[src/rtl/stat_pkg.sv]
`timescale 1ns/1ps
package stat_pkg;
  typedef enum logic [1:0] {
    RA_LIVE  = 2'd0,
    RA_ALERT = 2'd1,
    RA_MASK  = 2'd2,
    RA_CMD   = 2'd3
  } reg_addr_e;

  // next value of a sticky bit: an event beats a clear
  function automatic logic sticky_next(logic cur, logic ev, logic clr);
    return ev | (cur & ~clr);
  endfunction
endpackage

[src/rtl/sticky_bank.sv]
`timescale 1ns/1ps
module sticky_bank #(
  parameter int unsigned W = 8,
  parameter logic [W-1:0] RST_VAL = '0
) (
  input  logic         clk,
  input  logic         rst_n,
  input  logic         srst_i,
  input  logic [W-1:0] set_i,
  input  logic [W-1:0] clr_i,
  output logic [W-1:0] q_o
);
  import stat_pkg::*;

  for (genvar b = 0; b < W; b++) begin : g_bit
    always_ff @(posedge clk or negedge rst_n) begin
      if (!rst_n)      q_o[b] <= RST_VAL[b];
      else if (srst_i) q_o[b] <= RST_VAL[b];
      else             q_o[b] <= sticky_next(q_o[b], set_i[b], clr_i[b]);
    end

    // a set bit survives anything except a 1-write or a reset
    a_r3_sticky_hold: assert property (@(posedge clk) disable iff (!rst_n)
      (q_o[b] && !clr_i[b] && !srst_i) |=> q_o[b]);
    // an event sets the bit even when a clear lands with it
    a_r4_set_wins: assert property (@(posedge clk) disable iff (!rst_n)
      (set_i[b] && !srst_i) |=> q_o[b]);
  end
endmodule

[src/rtl/cal_guard.sv]
`timescale 1ns/1ps
module cal_guard #(
  parameter int unsigned CAL_CYCLES = 2000
) (
  input  logic clk,
  input  logic rst_n,
  input  logic srst_i,
  output logic busy_o
);
  localparam int unsigned CW = $clog2(CAL_CYCLES + 1);
  localparam logic [CW-1:0] LAST = CW'(CAL_CYCLES);

  logic [CW-1:0] cnt_q;

  assign busy_o = (cnt_q != LAST);

  always_ff @(posedge clk or negedge rst_n) begin
    if (!rst_n)      cnt_q <= '0;
    else if (srst_i) cnt_q <= '0;
    else if (busy_o) cnt_q <= cnt_q + 1'b1;
  end

  // the window reopens after a software reset
  a_r7_window_restarts: assert property (@(posedge clk) disable iff (!rst_n)
    srst_i |=> busy_o);
endmodule

[src/rtl/drdy_flag.sv]
`timescale 1ns/1ps
module drdy_flag (
  input  logic clk,
  input  logic rst_n,
  input  logic srst_i,
  input  logic done_i,
  input  logic take_i,
  output logic q_o
);
  import stat_pkg::*;

  always_ff @(posedge clk or negedge rst_n) begin
    if (!rst_n)      q_o <= 1'b0;
    else if (srst_i) q_o <= 1'b0;
    else             q_o <= sticky_next(q_o, done_i, take_i);
  end

  // completion sets the flag, and only a result read drops it
  a_r2_done_sets: assert property (@(posedge clk) disable iff (!rst_n)
    (done_i && !srst_i) |=> q_o);
  a_r2_holds: assert property (@(posedge clk) disable iff (!rst_n)
    (q_o && !take_i && !srst_i) |=> q_o);
endmodule

[src/rtl/stat_regs_top.sv]
`timescale 1ns/1ps
module stat_regs_top #(
  parameter int unsigned N_FAULT    = 6,
  parameter int unsigned DW         = 16,
  parameter int unsigned CAL_CYCLES = 2000,
  parameter logic [15:0] CMD_KEY    = 16'h5AC3
) (
  input  logic               clk,
  input  logic               rst_n,
  input  logic [N_FAULT-1:0] fault_i,
  input  logic               adc_done_i,
  input  logic               result_rd_i,
  input  logic               rd_en_i,
  input  logic               wr_en_i,
  input  logic [1:0]         addr_i,
  input  logic [DW-1:0]      wdata_i,
  output logic [DW-1:0]      rdata_o,
  output logic               rvalid_o,
  output logic               alert_n_o
);
  import stat_pkg::*;

  localparam int unsigned AW      = N_FAULT + 2;
  localparam int unsigned CAL_BIT = N_FAULT;
  localparam int unsigned RST_BIT = N_FAULT + 1;
  localparam logic [AW-1:0] ALERT_RST = AW'(1) << RST_BIT;

  // named internal events
  logic          cal_busy;
  logic          sw_rst_q;
  logic          wr_ok;
  logic          cmd_hit;
  logic          early_wr;
  logic          drdy;
  logic [AW-1:0] alert_q, alert_set, alert_clr, mask_q;
  logic [N_FAULT:0] live_vec;
  logic [DW-1:0] rd_mux;

  assign wr_ok    = wr_en_i && !cal_busy && !sw_rst_q;
  assign early_wr = wr_en_i && cal_busy;
  assign cmd_hit  = wr_ok && (addr_i == RA_CMD) && (wdata_i[15:0] == CMD_KEY);

  always_ff @(posedge clk or negedge rst_n) begin
    if (!rst_n) sw_rst_q <= 1'b0;
    else        sw_rst_q <= cmd_hit;
  end

  cal_guard #(.CAL_CYCLES(CAL_CYCLES)) u_cal (
    .clk(clk), .rst_n(rst_n), .srst_i(sw_rst_q), .busy_o(cal_busy)
  );

  drdy_flag u_drdy (
    .clk(clk), .rst_n(rst_n), .srst_i(sw_rst_q),
    .done_i(adc_done_i), .take_i(result_rd_i), .q_o(drdy)
  );

  always_comb begin
    alert_set          = '0;
    alert_set[N_FAULT-1:0] = fault_i;
    alert_set[CAL_BIT] = early_wr;
    alert_clr = (wr_ok && addr_i == RA_ALERT) ? wdata_i[AW-1:0] : '0;
  end

  sticky_bank #(.W(AW), .RST_VAL(ALERT_RST)) u_alert (
    .clk(clk), .rst_n(rst_n), .srst_i(sw_rst_q),
    .set_i(alert_set), .clr_i(alert_clr), .q_o(alert_q)
  );

  always_ff @(posedge clk or negedge rst_n) begin
    if (!rst_n)                            mask_q <= '1;
    else if (sw_rst_q)                     mask_q <= '1;
    else if (wr_ok && addr_i == RA_MASK)   mask_q <= wdata_i[AW-1:0];
  end

  assign live_vec  = {drdy, fault_i};
  assign alert_n_o = ~|(alert_q & mask_q);

  always_comb begin
    rd_mux = '0;
    case (reg_addr_e'(addr_i))
      RA_LIVE:  rd_mux[N_FAULT:0] = live_vec;
      RA_ALERT: rd_mux[AW-1:0]    = alert_q;
      RA_MASK:  rd_mux[AW-1:0]    = mask_q;
      default:  rd_mux            = '0;
    endcase
  end

  always_ff @(posedge clk or negedge rst_n) begin
    if (!rst_n) begin
      rdata_o  <= '0;
      rvalid_o <= 1'b0;
    end else begin
      rvalid_o <= rd_en_i;
      if (rd_en_i) rdata_o <= rd_mux;
    end
  end

  // a software reset leaves the reset flag set and the mask open
  a_r5_flag_after_swrst: assert property (@(posedge clk) disable iff (!rst_n)
    sw_rst_q |=> (alert_q[RST_BIT] && mask_q == '1));
  // a write inside the window raises the calibration error
  a_r7_early_write_flag: assert property (@(posedge clk) disable iff (!rst_n)
    early_wr |=> alert_q[CAL_BIT]);
  // with nothing pending the pin stays high
  a_r8_quiet_pin: assert property (@(posedge clk) disable iff (!rst_n)
    (alert_q == '0) |-> alert_n_o);
endmodule

[config.mk]
export PLATFORM = sky130hd
export DESIGN_NAME = stat_regs_top
export DESIGN_NICKNAME = d
export VERILOG_FILES = /design/src/rtl/stat_pkg.sv /design/src/rtl/sticky_bank.sv /design/src/rtl/cal_guard.sv /design/src/rtl/drdy_flag.sv /design/src/rtl/stat_regs_top.sv
export SDC_FILE = /design/constraint.sdc
export NUM_CORES = 1
export LEC_CHECK = 0
export CORE_MARGIN = 2
export CORE_UTILIZATION = 29
export DETAILED_ROUTE_END_ITERATION = 8
export GPL_ROUTABILITY_DRIVEN = 0
export MAX_ROUTING_LAYER = met4
export PLACE_DENSITY = 0.53
export SYNTH_ARGS = -nofsm -noshare
export SYNTH_HDL_FRONTEND = slang
export SYNTH_SLANG_ARGS = --single-unit
[constraint.sdc]
create_clock -name clk -period 3.1 [get_ports clk]
set_input_delay 0.465 -clock clk [delete_from_list [all_inputs] [get_ports clk]]
set_output_delay 0.465 -clock clk [all_outputs]
set_load 0.005 [all_outputs]
# Word level (Yosys, flattened, before mapping)
# Cells that the tools add are included.
dict set report word_totals {
  regBits 38
  wordCells 77
  inputBits 30
  out_inout_bits 18
}
dict set report classes {
  add_sub_neg 1
  reduce_logical 14
  bitwise_logic 27
  n_mux 16
  n_eq_ne 5
}
# cell n
set op_table {}
lappend op_table {{8-bit two-way mux} 3}
lappend op_table {{11-bit two-way mux} 2}
lappend op_table {{7-bit one-hot mux with 3 select lines} 1}
lappend op_table {{16-bit by 15-bit equality test with 1-bit output (second input constant)} 1}
lappend op_table {{11-bit by 1-bit adder with 11-bit output (second input constant)} 1}
lappend op_table {{11-bit inequality test (second input constant)} 1}
lappend op_table {{1-bit AND} 9}
lappend op_table {{1-bit two-way mux} 9}
lappend op_table {{1-bit NOT} 9}
lappend op_table {{8-bit AND} 1}
lappend op_table {{1-bit OR} 8}
lappend op_table {{8-bit OR reduction} 1}
lappend op_table {{1-bit logical AND} 7}
lappend op_table {{2-bit equality test (second input constant)} 2}
lappend op_table {{2-bit nonzero test} 2}
lappend op_table {{1-bit logical NOT} 3}
lappend op_table {{2-bit by 1-bit equality test with 1-bit output (second input constant)} 1}
lappend op_table {{2-bit logical NOT} 1}
lappend op_table {{1-bit one-hot mux with 2 select lines} 1}

# Longest topological paths before layout
# Gate-level depths: netlist of the first run.
dict set report logic_depth {
  depth_word 10
  mapped_depth 6
  depth_no_buf 5
}

# Hierarchy
# From an unflattened synthesis of the first run, not the netlist that was laid out.
dict set report unflattened {
  cells_unflattened 209
  area_unflattened_um2 2144.6
}
# mod area_each_um2 instances seq_area_each_um2 cells_per_inst
set modules_own_cells {}
lappend modules_own_cells {stat_regs_top 1087.3 1 460.4 112}
lappend modules_own_cells {cal_guard 593.1 1 275.3 60}
lappend modules_own_cells {sticky_bank 420.4 1 201.4 33}
lappend modules_own_cells {drdy_flag 43.8 1 25.0 4}

# Least setup slack after synthesis of the first run
# No wires, ideal clock.
dict set report synth_path {
  path_kind {input to register}
  startpoint {in addr_i[0]}
  endpoint {reg mask_q[0]}
  t_arrival_ns 1.729
  path_stages 6
  setup_slack_ns 1.296
  required_ns 3.025
  path_buffers 1
  setup_ns 0.075
  cell_sequence {inv_1 ha_1 clkbuf_1 nand3b_1 nor4_4 mux2i_1}
}
dict set report synth_between {
  elab_chain_cells 3
}
# element line_no
set synth_lines {}
lappend synth_lines {{start, declared} stat_regs_top.sv:15} ;# input logic [1:0] addr_i,
lappend synth_lines {{2-bit equality test} stat_regs_top.sv:72} ;# else if (wr_ok && addr_i == RA_MASK) mask_q <= wdata_i[AW-1:0];
lappend synth_lines {{1-bit logical AND} stat_regs_top.sv:72}
lappend synth_lines {{2-bit nonzero test (no line)} --}
lappend synth_lines {{end signal, assigned} stat_regs_top.sv:72}
lappend synth_lines {{end, declared} stat_regs_top.sv:35} ;# logic [AW-1:0] alert_q, alert_set, alert_clr, mask_q;
# No other way between the ends.
# A chain may end at the register's enable or synchronous reset.

# Worst setup path after layout of the first run
dict set report layout_path {
  startpoint {in addr_i[1]}
  endpoint {reg u_alert.q_o[2]}
}
dict set report layout_between {
  elab_chain_cells 7
}
# element line_no
set layout_lines {}
lappend layout_lines {{2-bit by 1-bit equality test with 1-bit output} stat_regs_top.sv:61} ;# alert_clr = (wr_ok && addr_i == RA_ALERT) ? wdata_i[AW-1:0] : '0;
lappend layout_lines {{1-bit logical AND} stat_regs_top.sv:61}
lappend layout_lines {{8-bit two-way mux} stat_regs_top.sv:61}
lappend layout_lines {{1-bit NOT} stat_pkg.sv:12} ;# return ev | (cur & ~clr);
lappend layout_lines {{1-bit AND} stat_pkg.sv:12}
lappend layout_lines {{1-bit OR} stat_pkg.sv:12}
lappend layout_lines {{1-bit two-way mux} sticky_bank.sv:18} ;# else if (srst_i) q_o[b] <= RST_VAL[b];
lappend layout_lines {{end signal, assigned by index} sticky_bank.sv:17} ;# if (!rst_n) q_o[b] <= RST_VAL[b];
lappend layout_lines {{end signal, assigned by index} sticky_bank.sv:18}
lappend layout_lines {{end signal, assigned by index} sticky_bank.sv:19} ;# else q_o[b] <= sticky_next(q_o[b], set_i[b], clr_i[b]);
lappend layout_lines {{end, declared} sticky_bank.sv:11} ;# output logic [W-1:0] q_o
# No other way between the ends.

==> results of run 1 <==
-- cells in the final DEF, fill, tap and decap left out --
master | Yosys | routed
ha_1 | 7 | 7
nor2_1 | 29 | 29
inv_1 | 21 | 21
a22oi_1 | 5 | 5
o21ai_0 | 2 | 2
nand4bb_1 | 1 | 1
dfstp_2 | 9 | 9
nand3_1 | 5 | 5
clkbuf_1 | 7 | 2
conb_1 | 1 | 8
dfrtp_1 | 29 | 29
a222oi_1 | 7 | 7
nand2_1 | 4 | 4
o31ai_1 | 4 | 4
o22ai_1 | 10 | 10
buf_2 | 0 | 1
a21oi_1 | 8 | 8
nor3_1 | 1 | 1
nand4b_1 | 2 | 2
mux2i_1 | 9 | 9
clkdlybuf4s50_1 | 0 | 38
and4_1 | 2 | 2
buf_4 | 8 | 3
nand4_2 | 1 | 1
a311oi_1 | 6 | 6
nor3_2 | 1 | 1
mux2_1 | 1 | 1
or3_1 | 3 | 3
or4_1 | 5 | 5
clkbuf_8 | 0 | 6
nand2b_1 | 6 | 6
nand4bb_4 | 1 | 1
nand3b_1 | 2 | 2
nand4_1 | 1 | 1
nor4_4 | 1 | 1
and4b_1 | 1 | 1
xor2_1 | 2 | 2
nor4_2 | 1 | 1
-- power by group through the flow --
stage	Combinational, mW	Clock, mW	Sequential [mW]
floorplan	0.0499	0	0.533
global placement	0.135	0	0.533
detailed placement	0.135	0	0.533
CTS	0.136	0.363	0.524
global route	0.149	0.397	0.526
finish	0.133	0.350	0.524
-- worst max-delay path, cell delays in order --
cell and delay (ns):
clkdlybuf4s50_1 0.47, inv_1 0.10, ha_1 0.43, nand3b_1 0.14, nor4_2 0.50, a311oi_1 0.19
-- path summary, 6_finish.rpt --
path                                                 start                         end  slack [ns]  depth (start not counted)
worst max-delay path                             addr_i[1]    u_alert.q_o[2]$_DFF_PN0_        0.95                          6
worst max register to register  u_cal.cnt_q[0]$_DFFE_PN0P_    u_alert.q_o[2]$_DFF_PN0_        1.27                          5
worst min register to register    u_alert.q_o[7]$_DFF_PN1_    u_alert.q_o[7]$_DFF_PN1_        0.51                          2
max in group asynchronous                            rst_n  u_cal.cnt_q[1]$_DFFE_PN0P_        2.26                          1
worst min-delay path                                 rst_n          rvalid_o$_DFF_PN0_        0.29                          1
min in group clk                  u_alert.q_o[7]$_DFF_PN1_    u_alert.q_o[7]$_DFF_PN1_        0.51                          2
-- layout make-up --
type	instances	area, sq um
fill	720	4220
sequential	38	962
multi-input combinational	136	948
timing repair buffer	42	408
tap	96	120
clock buffer	8	90.1
inverter	21	78.8
-- routing by layer --
| layer | global-route usage | vias up |
|---|---|---|
| li1 | - | 806 |
| met1 | 0.182 | 781 |
| met2 | 0.214 | 51 |
| met3 | 0.0386 | 7 |
| met4 | 0.0386 | 0 |
| met5 | - | - |
-- sequential cells by signal, summed over array words and instances (netlist names) --
name	count
u_alert.q_o	8
u_drdy.q_o	1
rvalid_o	1
rdata_o	8
mask_q	8
sw_rst_q	1
u_cal.cnt_q	11
-- logic make-up (layout without fill, tap and decap cells) --
group,after synthesis,count (layout)
AND/OR/NAND/NOR,67,67
AO/OA/AOI/OAI,42,42
flip-flops,38,38
buffers and inverters,37,71
multiplexers,10,10
adder cells (fa/ha/maj),7,7
XOR/XNOR,2,2
other,1,8
-- through the flow --
stage	utilization	instances	hold WS [ns]	cell area [sq um]	total power, mW
2_1_floorplan	-	211	0.169	2080	0.583
3_3_place_gp	0.368	333	0.497	2520	0.668
3_5_place_dp	0.368	333	0.502	2520	0.668
4_1_cts	0.382	341	0.323	2610	1.02
5_1_grt	0.382	341	0.353	2610	1.07
6_report	0.382	341	0.292	2610	1.01
==> impl_results.md, run 1 <==
* Total track usage at 0.140
* Setup repair bufs after CTS at 0
* Yosys warns at 0
* Max_cap viols at 0
* Top post-synthesis cells by count: dfrtp_1, nor2_1, inv_1
* Post-synthesis mux area share at 0.0494
* Placement Rows at 30
* Clock Tree Root: clkbuf_8
* Starting DRC count in detailed routing at 103
* Largest net degree at the start of global routing at 39
* Num CTS Buffers at 5
* Post-synth EDFFs at 0
* Clock Latency Late Sink at 0.29 ns
* XOR/XNOR Fraction of Synth Area at 0.00853
* Combinational Power Share at 0.132
* Post-synth ARST share at 1.00
* CP Max Fanout at 11
* Max-slew headroom at 0.412
* First-pass GRT wire length at 8000 um
* Cell variety after synth at 36
* Cts hold-fix bufs at 0
* Sw Ratio at 0.235
* CTS H-tree lvls at 2
* Final setup fails at 0
* Top-area cell type share of the netlist area at 0.353
* Post-Synth Adder-Cell Area at 0.0427
* CTS sink cnt at 38
* Max Clock Skew at 0.00614 ns
* Antenna diode count at 0
* Drt pass-1 iters at 6
* DR DRC count at 0
* CP Data Arrival Time at 2.29 ns
* I/O Pins at 48
* Nets@finish at 281
* Antenna viol nets, final at 0
* Setup_tns at 0 ns
* Largest family of logic cells by synthesized area: simple AND/OR/NAND/NOR gates
* WS Path Type: primary input to register
* Outcome: finished clean
* Sequential area share after synthesis at 0.469
* Required @ worst endpoint at 3.24 ns
* Synth Area in Simple Gates at 0.199
* Sequential power share at 0.520
* Die ar. at 7770 sq um
* Die W at 88.1 um
* Vias in the first global route at 1,580
* CTS tree: done
* Met1 wire length at 2270 um
* Tightest Pin Transition at 0.882 ns
* Synth Instances at 204
* Met2 routed WL at 2290 um
* Crit path launch type: primary input
* # port buffers at 39
* Period utilization at 0.693
* WL/cell at 14.5 um
* Worst-path clk slew at 0.07 ns
* Leakage power at 1.04 nW
* Dominant cell type by area after synthesis: dfrtp_1
* Post-Place Setup Slack at 0.588 ns
* Die height at 88.1 um
* Congestion Overflow GR at 0
* Share of cells above drive strength 1 at 0.0980
* Routed WL at 4950 um
* Post-route setup slack at 0.950 ns
* Synth Area per Inst at 10.1 sq um
* Crit path time final at 2.15 ns
* DR top layer: met4
* Synthesized area at 2050 sq um
* Worst Setup End Kind: register
* Post-cts sizing count at 0
* Drt via density at 4.82
* Via count at 1,645
* Internal Dissipation at 0.771 mW
* RSZ-0062 raised after global routing: false
* HPWL after DPL at 3620 um
* Hold Violations, Final at 0
* Slew Limit Fails at 0
* Synth-to-layout area growth at 27.0%
* Highest Clock Rate at 0.465 GHz
* Synth area leaders: dfrtp_1, dfstp_2, nor2_1
* Core footprint at 6830 sq um
* P_sw at 0.237 mW
* Synth Area in Compound Gates at 0.147
* Initial core utilization at 0.301
* Maximum vdd drop at 0.133 mV
* Seq cells post-synth at 38
* Pwr dens at 386 nW/um^2
* Metal3 WL at 303 um
* Bufs on Longest Clock Path at 2
* Antenna violations before repair at 0
* Main synth FF type: dfrtp_1
* Hold Path Class: primary input to async pin
* Clock network power share at 0.348
(Power assumes the default switching activity.)
==> run 2, diff against run 1 <==
clock period = 2.2 ns   (was 3.1 ns; I/O delays follow)
==> impl_results.md, run 2 (same netlist as run 1, synthesis figures left out) <==
* Cts hold-fix bufs at 0
* Congestion Overflow GR at 0
* Tightest Pin Transition at 0.881 ns
* Crit path time final at 1.95 ns
* Num CTS Buffers at 5
* Max_cap viols at 0
* HPWL after DPL at 3650 um
* Pwr dens at 573 nW/um^2
* Routed WL at 5060 um
* Die height at 88.1 um
* Synth-to-layout area growth at 28.9%
* Clock Tree Root: clkbuf_8
* Crit path launch type: register
* Via count at 1,675
* Period utilization at 0.885
* Hold Path Class: primary input to async pin
* Maximum vdd drop at 0.186 mV
* Leakage power at 1.07 nW
* CP Max Fanout at 3
* Final std cells w/o fill at 344
* Total track usage at 0.148
* Final setup fails at 0
* Hold Violations, Final at 0
* CTS H-tree lvls at 2
* Clock Latency Late Sink at 0.29 ns
* Largest net degree at the start of global routing at 39
* Layout fillers at 707
* Max Clock Skew at 0.00374 ns
* Antenna diode count at 0
* Setup_tns at 0 ns
* I/O Pins at 48
* Starting DRC count in detailed routing at 93
* CTS sink cnt at 38
* Hold Worst Slack at 0.156 ns
* Initial core utilization at 0.301
* Bufs on Longest Clock Path at 2
* Core Util, Final at 0.387
* Worst-path clk slew at 0.07 ns
* Placement Rows at 30
* First-pass GRT wire length at 8400 um
* CTS tree: done
* Share of cells above drive strength 1 at 0.109
* Die W at 88.1 um
* WL/cell at 14.7 um
* Drt via density at 4.87
* Worst Setup End Kind: output pin
* Antenna violations before repair at 0
* FF-to-FF path depth at 5
* Required @ worst endpoint at 1.87 ns
* Most flops, register: u_cal.cnt_q
* RSZ-0062 raised after global routing: false
* WS Path Type: register to output pin
* CP Data Arrival Time at 1.62 ns
* Dpl cells at 336
* Core footprint at 6830 sq um
* Drt pass-1 iters at 4
* Antenna viol nets, final at 0
* Setup repair bufs after CTS at 0
* Post-cts sizing count at 0
* Nets@finish at 284
* Highest Clock Rate at 0.514 GHz
* Max-slew headroom at 0.413
* # port buffers at 39
* Flip-flop count of the largest register after layout at 11
* Post-Place Setup Slack at 0.120 ns
* DR DRC count at 0
* Post-route setup slack at 0.254 ns
* Commonest non-fill, non-tap cell in the layout: clkdlybuf4s50_1
* Die ar. at 7770 sq um
* Slew Limit Fails at 0
* Vias in the first global route at 1,659
* Outcome: finished clean
* Commonest non-fill, non-tap cells in the layout: clkdlybuf4s50_1, nor2_1, dfrtp_1
run 2: worst max-delay path, cell delays in order, from the launching register on:
cell	delay (ns)
dfrtp_1	0.41
a22oi_1	0.22
and4_1	0.20
clkdlybuf4s50_1	0.50
run 2: routing by layer:
metal	vias to the layer above	global-route usage	part of all wire
met1	814	0.191	0.46
met2	44	0.227	0.47
li1	811	-	-
met3	6	0.0386	0.049
met5	-	-	0
met4	0	0.0496	0.014
run 2: final timing paths:
path                                            start                         end  slack (ns)
setup / recovery             u_alert.q_o[6]$_DFF_PN0_                   alert_n_o        0.25
hold / removal                                  rst_n      rdata_o[6]$_DFFE_PN0P_        0.16
setup reg to reg           u_cal.cnt_q[0]$_DFFE_PN0P_    u_alert.q_o[4]$_DFF_PN0_        0.32
hold reg to reg              u_alert.q_o[7]$_DFF_PN1_    u_alert.q_o[7]$_DFF_PN1_        0.51
max in group asynchronous                       rst_n  u_cal.cnt_q[2]$_DFFE_PN0P_        1.49
min in group clk             u_alert.q_o[7]$_DFF_PN1_    u_alert.q_o[7]$_DFF_PN1_        0.51
run 2: layout make-up:
type | count | area, sq um | share of cell area
multi-input combinational | 136 | 948 | 0.358
sequential | 38 | 962 | 0.364
clock buffer | 7 | 76.3 | 0.0288
timing repair buffer | 45 | 430 | 0.163
tap | 96 | 120 | 0.0454
clock inverter | 1 | 30.0 | 0.0113
inverter | 21 | 78.8 | 0.0298
run 2: where the power goes:
group / switching (mW) / internal, mW
logic: 0.0834 / 0.107
clock network: 0.249 / 0.339
registers: 0.0126 / 0.725
run 2: through the flow:
| step | instance area (sq um) | power (mW) |
|---|---|---|
| 2_1_floorplan | 2080 | 0.822 |
| 3_3_place_gp | 2540 | 0.944 |
| 3_5_place_dp | 2540 | 0.944 |
| 4_1_cts | 2650 | 1.54 |
| 5_1_grt | 2650 | 1.60 |
| 6_report | 2650 | 1.52 |
